==> src/rtl/arb_pkg.sv <==
package arb_pkg;
  typedef enum logic {
    ARB_FIXED = 1'b0,
    ARB_ROUND = 1'b1
  } arb_mode_e;

  function automatic int unsigned ch_bits(input int unsigned n);
    return (n < 2) ? 1 : $clog2(n);
  endfunction
endpackage

==> src/rtl/arb_pend_reg.sv <==
module arb_pend_reg #(
  parameter int unsigned N_CH = 8
) (
  input  logic            clk,
  input  logic            rst_n,
  input  logic [N_CH-1:0] set_vec,
  input  logic [N_CH-1:0] clr_vec,
  output logic [N_CH-1:0] pend_q
);
  for (genvar i = 0; i < N_CH; i++) begin : g_bit
    always_ff @(posedge clk or negedge rst_n) begin
      if (!rst_n)          pend_q[i] <= 1'b0;
      else if (set_vec[i]) pend_q[i] <= 1'b1;   // a fresh pulse wins over a clear
      else if (clr_vec[i]) pend_q[i] <= 1'b0;
    end
  end
endmodule

==> src/rtl/arb_fixed_pick.sv <==
module arb_fixed_pick #(
  parameter int unsigned N_CH   = 8,
  parameter int unsigned PRIO_W = 4,
  localparam int unsigned CH_W  = arb_pkg::ch_bits(N_CH)
) (
  input  logic [N_CH-1:0]        cand,
  input  logic [N_CH*PRIO_W-1:0] prio,
  output logic                   hit,
  output logic [CH_W-1:0]        idx,
  output logic [PRIO_W-1:0]      best
);
  always_comb begin
    hit  = 1'b0;
    idx  = '0;
    best = '0;
    for (int i = 0; i < int'(N_CH); i++) begin
      // strict compare keeps the lowest index on a tie
      if (cand[i] && (!hit || prio[i*PRIO_W +: PRIO_W] > best)) begin
        hit  = 1'b1;
        idx  = CH_W'(i);
        best = prio[i*PRIO_W +: PRIO_W];
      end
    end
  end
endmodule

==> src/rtl/arb_rr_pick.sv <==
module arb_rr_pick #(
  parameter int unsigned N_CH  = 8,
  localparam int unsigned CH_W = arb_pkg::ch_bits(N_CH)
) (
  input  logic [N_CH-1:0] cand,
  input  logic [CH_W-1:0] last,
  output logic            hit,
  output logic [CH_W-1:0] idx
);
  always_comb begin
    hit = 1'b0;
    idx = '0;
    for (int k = 1; k <= int'(N_CH); k++) begin
      int j;
      j = int'(last) + k;
      if (j >= int'(N_CH)) j = j - int'(N_CH);
      if (!hit && cand[j]) begin
        hit = 1'b1;
        idx = CH_W'(j);
      end
    end
  end
endmodule

==> src/rtl/dma_chan_arbiter.sv <==
module dma_chan_arbiter #(
  parameter int unsigned N_CH   = 8,
  parameter int unsigned PRIO_W = 4,
  localparam int unsigned CH_W  = arb_pkg::ch_bits(N_CH)
) (
  input  logic                   clk,
  input  logic                   rst_n,
  input  logic                   mode_rr,
  input  logic [N_CH-1:0]        req,
  input  logic [N_CH*PRIO_W-1:0] prio,
  input  logic [N_CH-1:0]        preempt_en,
  input  logic                   iter_done,
  output logic                   grant_valid,
  output logic [CH_W-1:0]        grant_ch,
  output logic [N_CH-1:0]        active
);
  import arb_pkg::*;

  logic            running_q, susp_q;
  logic [CH_W-1:0] run_q, susp_ch_q, last_q;
  logic [N_CH-1:0] pend_q, clr_vec, cand, act_vec;
  logic            f_hit, r_hit, pick_hit, done_ev, do_preempt;
  logic [CH_W-1:0] f_idx, r_idx, pick_idx;
  logic [PRIO_W-1:0] f_best, run_prio;
  arb_mode_e       mode;

  assign mode = arb_mode_e'(mode_rr);

  always_comb begin
    act_vec = '0;
    if (running_q) act_vec[run_q]     = 1'b1;
    if (susp_q)    act_vec[susp_ch_q] = 1'b1;
  end

  assign done_ev = running_q && iter_done;

  always_comb begin
    clr_vec = '0;
    if (done_ev) clr_vec[run_q] = 1'b1;
  end

  arb_pend_reg #(.N_CH(N_CH)) u_pend (
    .clk(clk), .rst_n(rst_n), .set_vec(req), .clr_vec(clr_vec), .pend_q(pend_q)
  );

  // running and suspended channels never compete against themselves
  assign cand = (pend_q | req) & ~act_vec;

  arb_fixed_pick #(.N_CH(N_CH), .PRIO_W(PRIO_W)) u_fixed (
    .cand(cand), .prio(prio), .hit(f_hit), .idx(f_idx), .best(f_best)
  );

  arb_rr_pick #(.N_CH(N_CH)) u_rr (
    .cand(cand), .last(last_q), .hit(r_hit), .idx(r_idx)
  );

  assign pick_hit = (mode == ARB_ROUND) ? r_hit : f_hit;
  assign pick_idx = (mode == ARB_ROUND) ? r_idx : f_idx;
  assign run_prio = prio[run_q*PRIO_W +: PRIO_W];

  assign do_preempt = running_q && !susp_q && !iter_done && (mode == ARB_FIXED)
                   && preempt_en[run_q] && f_hit && (f_best > run_prio);

  always_ff @(posedge clk or negedge rst_n) begin
    if (!rst_n) begin
      running_q <= 1'b0;
      susp_q    <= 1'b0;
      run_q     <= '0;
      susp_ch_q <= '0;
      last_q    <= CH_W'(N_CH - 1);
    end else if (done_ev) begin
      if (susp_q) begin
        run_q  <= susp_ch_q;
        susp_q <= 1'b0;
      end else begin
        running_q <= 1'b0;
      end
    end else if (do_preempt) begin
      susp_q    <= 1'b1;
      susp_ch_q <= run_q;
      run_q     <= f_idx;
      last_q    <= f_idx;
    end else if (!running_q && pick_hit) begin
      running_q <= 1'b1;
      run_q     <= pick_idx;
      last_q    <= pick_idx;
    end
  end

  assign grant_valid = running_q;
  assign grant_ch    = run_q;
  assign active      = act_vec;
endmodule

==> config.mk <==
export PLATFORM = sky130hd
export DESIGN_NAME = dma_chan_arbiter
export DESIGN_NICKNAME = d
export VERILOG_FILES = /design/src/rtl/arb_pkg.sv /design/src/rtl/arb_pend_reg.sv /design/src/rtl/arb_fixed_pick.sv /design/src/rtl/arb_rr_pick.sv /design/src/rtl/dma_chan_arbiter.sv
export SDC_FILE = /design/constraint.sdc
export NUM_CORES = 1
export LEC_CHECK = 0
export ABC_AREA = 1
export ABC_CLOCK_PERIOD_IN_PS = 8500
export CORE_MARGIN = 3
export CORE_UTILIZATION = 49
export DETAILED_ROUTE_END_ITERATION = 8
export DONT_BUFFER_PORTS = 1
export PLACE_DENSITY_LB_ADDON = 0.15
export SKIP_LAST_GASP = 1
export SLEW_MARGIN = 10
export SYNTH_ARGS = -nofsm -noshare
export SYNTH_HDL_FRONTEND = slang
export SYNTH_HIERARCHICAL = 1
export SYNTH_SLANG_ARGS = --single-unit
==> constraint.sdc <==
create_clock -name clk -period 8.5 [get_ports clk]
set_input_delay 1.7 -clock clk [delete_from_list [all_inputs] [get_ports clk]]
set_output_delay 1.7 -clock clk [all_outputs]
set_load 0.05 [all_outputs]
==> results.toml, run 1 <==
[cts]
cts_root_buf = "clkbuf_8"
clkSinkCount = 19
htreeDepth = 1
cts_buffers = 3
clk_path_buf_depth = 2
clkTransAtPathRegs_ps = 80
holdBufCountCts = 0
cts_tree = "done"
clk_latency_ps = 260

[status]
violations = "setup timing"
outcome = "finished, violations left"

[hold_path]
worstHoldEndpoint = "u_pend/pend_q[3]$_DFFE_PN0P_"
min_path_cells = 2
min_from = "u_pend/pend_q[3]$_DFFE_PN0P_"
hp-class = "register to register"

[logic_synthesis]
ys_types = 38
syn-cell-area_sq_um = 3610
synth_largest_area_cell = "nand2_1"
synth_edf_count = 0
yosysTopAreaCellShare_pct = 23.50
syn_nets = 725
synth_area_per_cell_sq_um = 5.649
synth-main-ff-cell = "dfrtp_1"
ys_seq_area_share_pct = 13.28
synth.top_cells.by_count = "nand2_1 (226), inv_1 (95), nand3_1 (82)"
yosys_warnings = 6
synth.most_common_cell = "nand2_1"
yosys-top-cells-area = "nand2_1 (24%), ha_1 (12%), nand3_1 (11%)"
synth_cells = 639
synthArstFlopShare_pct = 100.0
ys_ff_latch = 19

[setup_path]
max_stage_delay_ps = 310
regToRegStartpoint = "susp_ch_q[1]$_DFFE_PN0P_"
crit_type = "input port to register"
critPathCaptureType = "register"
rrSetupSlack_ps = -1270
path_max_fanout = 7
crit_required_ps = 8660
start_kind = "input port"
worst_r2r_path_depth = 86
reg2reg_to = "grant_ch[0]$_DFFE_PN0P_"
cp.arrival_ps = 10630
cpMostUsedCell = "nand2_2"
crit_path_top_delay_cell = "or2_4"

[detailed_routing]
drc = 0
wl_per_cell_um = 17.66
ant_nets = 0
vias = 5106
drtIter0Drc = 591
via_per_inst = 5.869
finalWirelength_um = 15370
firstDrtPassIters = 5

[floorplan]
coreArea_sq_um = 6982
core.rowCount = 30
start_util_pct = 51.70
die_h_um = 91.83
fp.dieW_um = 91.83
io_pins = 64
die_area_sq_um = 8433

[sta]
fin_crit_sh_pct = 123.3
worst_slack_ps = -1978
setup_viol = 10
report.final.slew_viol_count = 0
skew_ps = 5.695
relSlewSlack_pct = 22.82
hold_viol = 0
worst_slew_pin_slew_ps = 1158
setup_tns_ps = -19340
fin_crit_ps = 10480
timing.fmax_ghz = 0.09544
rsz0062_at_grt = "true"

[global_routing]
grt_first_pass_wirelength_um = 20840
grt-ovfl-total = 0
antenna_found_initial = 0
grt_usage_pct = 29.68
grt_pass1_vias = 4617
grt_max_degree = 20

[job]
maxCapViolCount = 0

[placement]
gp_congestion = 0.9178
preCtsSetupSlack_ps = -1931
port_buffers = 0
dp_hpwl_um = 9580

[finish]
fin_util_pct = 79.19
drive_gt1_share_pct = 41.99
diodes = 0
area_growth_pct = 53.17
nets = 861
[metal layers]
metal  vias to the layer above  track usage (%)  wire length [um]
met5                         -                0                 0
met4                         0            10.27              1177
met3                       132            4.922              1513
met2                       402            52.40              7271
met1                      2267            36.28              5403
li1                       2305                -                 -
[metrics by stage]
step | hold slack (ps) | area, sq um | std cells
floorplan | 441.9 | 3670 | 639
global placement | 454.7 | 4397 | 818
detailed placement | 459.0 | 4397 | 818
CTS | 479.3 | 4881 | 863
global route | 492.9 | 5529 | 870
finish | 477.2 | 5529 | 870
[kinds of logic after synthesis]
family,count (synthesis),share of synthesized area (%)
compound gates,51,8.631
xor+xnor,2,1.213
flops,19,13.28
fa+ha+maj,34,11.79
buf+inv,118,13.55
simple gates,415,51.54
[critical path: cells and delay by family]
family / cells / cell delay [ps]
AOI/OAI and AO/OA: 10 / 1120
and+or+nand+nor: 55 / 5200
adders and majority gates: 8 / 1940
buffers and inverters: 10 / 660
[worst max-delay path by stage]
stage,start,end,slack [ps],cells after the start
floorplan,req[0],susp_ch_q[1]$_DFFE_PN0P_,-1120,81
global placement,req[0],grant_ch[1]$_DFFE_PN0P_,-1660,81
detailed placement,req[0],grant_ch[1]$_DFFE_PN0P_,-1930,79
CTS,req[0],grant_ch[1]$_DFFE_PN0P_,-1550,79
global route,req[0],grant_ch[0]$_DFFE_PN0P_,-2470,84
finish,req[0],grant_ch[0]$_DFFE_PN0P_,-1980,83
[cell type report]
class                           instances  area [sq um]
Inverter                              110         432.9
Clock buffer                            3         41.29
Timing Repair Buffer                  138          1055
Clock inverter                          1         7.507
Fill cell                             480          1453
Tap cell                               96         120.1
Multi-Input combinational cell        503          3393
Sequential cell                        19         479.2
[cells in the final DEF, fill, tap and decap left out, types with 2 or more instances in the layout]
| master | instances |
|---|---|
| nand2_1 | 168 |
| buf_4 | 133 |
| inv_1 | 84 |
| nand3_1 | 65 |
| nand2_2 | 47 |
| nor2_1 | 45 |
| nand2_4 | 25 |
| ha_4 | 22 |
| inv_2 | 21 |
| nand3_2 | 19 |
| dfrtp_1 | 16 |
| ha_1 | 11 |
| a21oi_1 | 10 |
| nand4_1 | 10 |
| o21ai_0 | 8 |
| and2_4 | 8 |
| o22ai_1 | 7 |
| o21ai_2 | 7 |
| or2_1 | 6 |
| nor2_4 | 5 |
| buf_6 | 5 |
| nor2_2 | 5 |
| a21oi_2 | 4 |
| o21ai_1 | 4 |
| and2_1 | 4 |
| clkbuf_8 | 3 |
| dfstp_2 | 3 |
| nand3_4 | 3 |
| inv_4 | 3 |
| o211ai_1 | 3 |
| nand2_8 | 2 |
| or2_4 | 2 |
[sequential cells by signal (all words and copies together) (netlist names)]
signal         flops
last_q             3
susp_ch_q          3
grant_ch           3
grant_valid        1
susp_q             1
u_pend/pend_q      8
[repair_timing]
item	in CTS	in global routing
endpoints found under the setup margin	10	10
cloned	1	0
resized for setup	27	132
pin swaps	40	74
setup buffers	40	8
Power of run 1 is not shown: default switching activity piles up to over one toggle a cycle in this logic, so the estimate is an artifact.
==> run 2, diff against run 1 <==
--- a/config.mk
+++ b/config.mk
@@ -7,6 +7,7 @@
 export LEC_CHECK = 0
 export ABC_AREA = 1
 export ABC_CLOCK_PERIOD_IN_PS = 8500
+export CORE_ASPECT_RATIO = 0.6
 export CORE_MARGIN = 3
 export CORE_UTILIZATION = 49
 export DETAILED_ROUTE_END_ITERATION = 8
==> run 2 against run 1 <==
  * Sequential share of layout area about the same
  * Wire length up 2.6%
  * Critical path type unchanged
  * Final cell count shrank 2.2%
  * First-iteration DRC count fell by 1.4%
  * The flow still finishes with violations (setup timing)
  * Sequential cell count stayed put
  * Clock skew rose by 1.1 ps
  * Core utilization grew 0.43 points
==> results.toml, run 2 (same netlist as run 1, synthesis figures left out) <==
[status]
outcome = "finished, violations left"
violations = "setup timing"

[global_routing]
grt_usage_pct = 31.43
grt_max_degree = 20
antenna_found_initial = 0
grt-ovfl-total = 0
grt_first_pass_wirelength_um = 21260
grt_pass1_vias = 4396

[floorplan]
die_area_sq_um = 8467
die_h_um = 72.49
start_util_pct = 52.26
fp.dieW_um = 116.8
io_pins = 64
coreArea_sq_um = 6907
core.rowCount = 23

[hold_path]
hp-class = "register to register"

[sta]
hold_viol = 0
skew_ps = 6.806
worst_slew_pin_slew_ps = 1146
rsz0062_at_grt = "true"
fin_crit_ps = 10800
worst_slack_ps = -2299
timing.fmax_ghz = 0.09260
fin_crit_sh_pct = 127.0
timing.hold.ws_ps = 471.6
setup_viol = 10
report.final.slew_viol_count = 0
relSlewSlack_pct = 23.58

[setup_path]
reg2reg_to = "susp_q$_DFFE_PN0P_"
start_kind = "input port"
cp.arrival_ps = 10990
startpoint = "req[0]"
worst_r2r_path_depth = 80
crit_path_top_delay_cell = "ha_4"
path_max_fanout = 8
crit_type = "input port to register"
crit_required_ps = 8690
critical_path.endpoint = "susp_q$_DFFE_PN0P_"
rrSetupSlack_ps = -1580
critPathCaptureType = "register"
crit_buf_inv = 9
regToRegStartpoint = "susp_ch_q[0]$_DFFE_PN0P_"
max_stage_delay_ps = 290
path_depth = 78
critPathTopFamily = "simple AND/OR/NAND/NOR gates"

[detailed_routing]
finalWirelength_um = 15760
drc = 0
vias = 5036
met1_length_um = 6203
ant_nets = 0
highest_layer = "met4"
wl_per_cell_um = 18.52
firstDrtPassIters = 5
drtIter0Drc = 583
via_per_inst = 5.918
dr_wl_met2_um = 7045
routed-wl-met3_um = 1870

[cts]
htreeDepth = 1
clkSinkCount = 19
cts_tree = "done"
cts_root_buf = "clkbuf_16"
clk_latency_ps = 260
cts_buffers = 3
clkTransAtPathRegs_ps = 60
clk_path_buf_depth = 2

[finish]
nets = 851
largest_reg_flops = 8
fin_area_sq_um = 5499
diodes = 0
top_register = "u_pend/pend_q"
drive_gt1_share_pct = 40.58
layout_common_cells = "nand2_1 (176), buf_4 (123), inv_1 (83)"
area_growth_pct = 52.34
nFillCells = 426
final_common_cell = "nand2_1"

[placement]
port_buffers = 0
place_area_sq_um = 4400
gp_congestion = 0.9383
dp_hpwl_um = 10230

[job]
maxCapViolCount = 0
-- run 2: cell types whose count changed in the layout (fill, tap and decap cells not counted), moves of 3 or more --
| cell | change |
|---|---|
| buf_4 | -10 |
| a21oi_1 | -3 |
| clkbuf_8 | -3 |
| nand2_2 | -4 |
| nand3_4 | +3 |
| nand2_4 | -5 |
| inv_4 | -3 |
| clkbuf_16 | +3 |
| nand2_1 | +8 |
-- run 2: worst min path at each step --
stage,cells past startpoint,startpoint,slack (ps),end
2_1_floorplan,2,u_pend/pend_q[5]$_DFFE_PN0P_,440,u_pend/pend_q[5]$_DFFE_PN0P_
3_3_place_gp,2,u_pend/pend_q[5]$_DFFE_PN0P_,450,u_pend/pend_q[5]$_DFFE_PN0P_
3_5_place_dp,2,u_pend/pend_q[3]$_DFFE_PN0P_,460,u_pend/pend_q[3]$_DFFE_PN0P_
4_1_cts,2,u_pend/pend_q[7]$_DFFE_PN0P_,470,u_pend/pend_q[7]$_DFFE_PN0P_
5_1_grt,2,u_pend/pend_q[6]$_DFFE_PN0P_,490,u_pend/pend_q[6]$_DFFE_PN0P_
6_report,2,u_pend/pend_q[3]$_DFFE_PN0P_,470,u_pend/pend_q[3]$_DFFE_PN0P_
-- run 2: routing by layer --
layer / vias to the layer above / global-route usage (%)
met2: 387 / 49.65
met4: 0 / 5.725
met3: 80 / 7.333
met1: 2284 / 44.30
li1: 2285 / -
met5: - / 0
-- run 2: tightest hold or removal path, delay by kind of cell, from the launching register on --
family | cells | cell delay, ps
DFF | 1 | 340
and+or+nand+nor | 2 | 100
-- run 2: metrics by stage --
| step | std cells | TNS (ps) | setup WS [ps] | util [%] |
|---|---|---|---|---|
| 2_1_floorplan | 639 | -10980 | -1117 | - |
| 3_3_place_gp | 811 | -15610 | -1598 | 63.71 |
| 3_5_place_dp | 811 | -19980 | -2036 | 63.71 |
| 4_1_cts | 838 | -14830 | -1537 | 71.65 |
| 5_1_grt | 851 | -26380 | -2671 | 79.62 |
| 6_report | 851 | -22610 | -2299 | 79.62 |
-- run 2: final cells by class --
class | instances | area, sq um | area share, %
flip-flops and latches | 19 | 479.2 | 8.714
clock inverters | 1 | 7.507 | 0.1365
well taps | 87 | 108.9 | 1.980
repair buffers | 128 | 979.7 | 17.82
multi-input cells | 503 | 3413 | 62.07
clock buffers | 3 | 75.07 | 1.365
inverters | 110 | 435.4 | 7.918
-- run 2: what timing repair did --
item	in CTS	in global routing
gates cloned	1	0
buffers inserted	22	13
pin swaps	27	73
endpoints found under the setup margin	10	10
gates resized for setup	57	99
hold buffers	0	0
Power of run 2 is left out for the same reason.
==> run 3, diff against run 2 <==
--- a/config.mk
+++ b/config.mk
@@ -7,9 +7,12 @@
 export LEC_CHECK = 0
 export ABC_AREA = 1
 export ABC_CLOCK_PERIOD_IN_PS = 8500
+export CELL_PAD_IN_SITES_DETAIL_PLACEMENT = 0
+export CELL_PAD_IN_SITES_GLOBAL_PLACEMENT = 1
 export CORE_ASPECT_RATIO = 0.6
 export CORE_MARGIN = 3
-export CORE_UTILIZATION = 49
+export CORE_UTILIZATION = 40
+export CTS_CLUSTER_DIAMETER = 120
 export DETAILED_ROUTE_END_ITERATION = 8
 export DONT_BUFFER_PORTS = 1
 export PLACE_DENSITY_LB_ADDON = 0.15
==> run 3 against run 2 <==
  * The flow still finishes with violations (setup timing)
  * Non-clock buffer count is 18 higher
  * Count of clock-buffer cells in the layout unchanged
  * Wire length is 5.7% lower
  * Maximum frequency rose by 4.4%
  * First-iteration DRC count decreased by 38%
  * Worst hold slack improved by 4.2 ps
  * Global-route usage fell by 4.0 points
==> results.toml, run 3 (same netlist as run 1, synthesis figures left out) <==
[sta]
fin_crit_ps = 10340
hold_viol = 0
timing.fmax_ghz = 0.09671
skew_ps = 3.720
setup_viol = 10
setup_tns_ps = -18080
worst_slew_pin_slew_ps = 1180
rsz0062_at_grt = "true"
fin_crit_sh_pct = 121.7
timing.hold.ws_ps = 475.8
worst_slack_ps = -1840
relSlewSlack_pct = 21.33
report.final.slew_viol_count = 0

[cts]
cts_root_buf = "clkbuf_16"
htreeDepth = 1
clk_latency_ps = 250
clkTransAtPathRegs_ps = 60
cts_tree = "done"
clk_path_buf_depth = 2
holdBufCountCts = 0
cts_buffers = 3
clkSinkCount = 19

[finish]
area_growth_pct = 56.33
fin_util_pct = 65.21
largest_reg_flops = 8
diodes = 0
nets = 869
drive_gt1_share_pct = 41.18
top_register = "u_pend/pend_q"
layout_common_cells = "nand2_1 (179), buf_4 (144), inv_1 (85)"
final_common_cell = "nand2_1"

[floorplan]
start_util_pct = 41.71
die_h_um = 79.59
coreArea_sq_um = 8653
die_area_sq_um = 10240
core.rowCount = 26
fp.dieW_um = 128.6
io_pins = 64

[detailed_routing]
ant_nets = 0
wl_per_cell_um = 16.62
via_per_inst = 5.377
vias = 4807
finalWirelength_um = 14860
drtIter0Drc = 359
firstDrtPassIters = 5
drc = 0

[global_routing]
grt_max_degree = 20
grt_usage_pct = 27.41
grt_pass1_vias = 4390
grt_first_pass_wirelength_um = 22390
antenna_found_initial = 0
grt-ovfl-total = 0

[setup_path]
max_stage_delay_ps = 300
cpMostUsedCell = "nand2_4"
crit_required_ps = 8640
crit_type = "input port to register"
critPathCaptureType = "register"
start_kind = "input port"
path_max_fanout = 8
crit_path_top_delay_cell = "or2_4"
cp.arrival_ps = 10480

[placement]
gp_congestion = 0.9153
port_buffers = 0
preCtsSetupSlack_ps = -2123
dp_hpwl_um = 10800

[hold_path]
hp-class = "register to register"

[job]
maxCapViolCount = 0

[status]
violations = "setup timing"
outcome = "finished, violations left"
[run 3: cell count changes in the layout (fill, tap and decap cells not counted), moves of 3 or more]
cell / previous run / this run
nand2_2: 43 / 38
nand3_2: 18 / 15
buf_4: 123 / 144
nand3_1: 63 / 67
nand2_1: 176 / 179
buf_6: 5 / 2
inv_2: 23 / 20
[run 3: routing by layer]
layer  track usage, %  vias to the layer above  routed length, um
met5                0                        -                  0
met3            5.414                       46               1332
li1                 -                     2320                  -
met4            5.765                        0                445
met1            39.87                     2203               6694
met2            41.79                      238               6387
[run 3: cell type report]
cell class	count	area [sq um]
multi-input combinational	503	3405
clock buffer	3	75.07
clock inverter	1	5.005
timing repair buffer	146	1104
inverter	110	435.4
sequential	19	479.2
tap	112	140.1
fill	750	3010
[run 3: repair_timing]
action | in CTS | in global routing
setup endpoints to repair | 10 | 10
buffers inserted | 48 | 6
pin swaps | 59 | 70
resized for setup | 82 | 66
cloned | 1 | 0
[run 3: through the flow]
step / instance area [sq um] / instances
3_5_place_dp: 4424 / 835
4_1_cts: 5279 / 888
5_1_grt: 5643 / 894
3_3_place_gp: 4424 / 835
6_report: 5643 / 894
2_1_floorplan: 3670 / 639
[run 3: worst max-delay path: cells and delay by family]
| family | cells | cell delay (ps) |
|---|---|---|
| adders and majority gates | 8 | 1920 |
| buffers and inverters | 8 | 640 |
| AOI/OAI and AO/OA | 10 | 1080 |
| and+or+nand+nor | 54 | 5170 |
[run 3: worst paths after layout]
check / from / endpoint / slack [ps] / cells past startpoint
setup / recovery: req[0] / grant_ch[0]$_DFFE_PN0P_ / -1840 / 80
hold / removal: u_pend/pend_q[7]$_DFFE_PN0P_ / u_pend/pend_q[7]$_DFFE_PN0P_ / 480 / 2
max in group asynchronous: rst_n / last_q[2]$_DFFE_PN1P_ / 7190 / 0
hold reg to reg: u_pend/pend_q[7]$_DFFE_PN0P_ / u_pend/pend_q[7]$_DFFE_PN0P_ / 480 / 2
setup reg to reg: grant_ch[1]$_DFFE_PN0P_ / grant_ch[0]$_DFFE_PN0P_ / -1110 / 81
min in group asynchronous: rst_n / u_pend/pend_q[0]$_DFFE_PN0P_ / 1140 / 0
Power of run 3 is left out for the same reason.
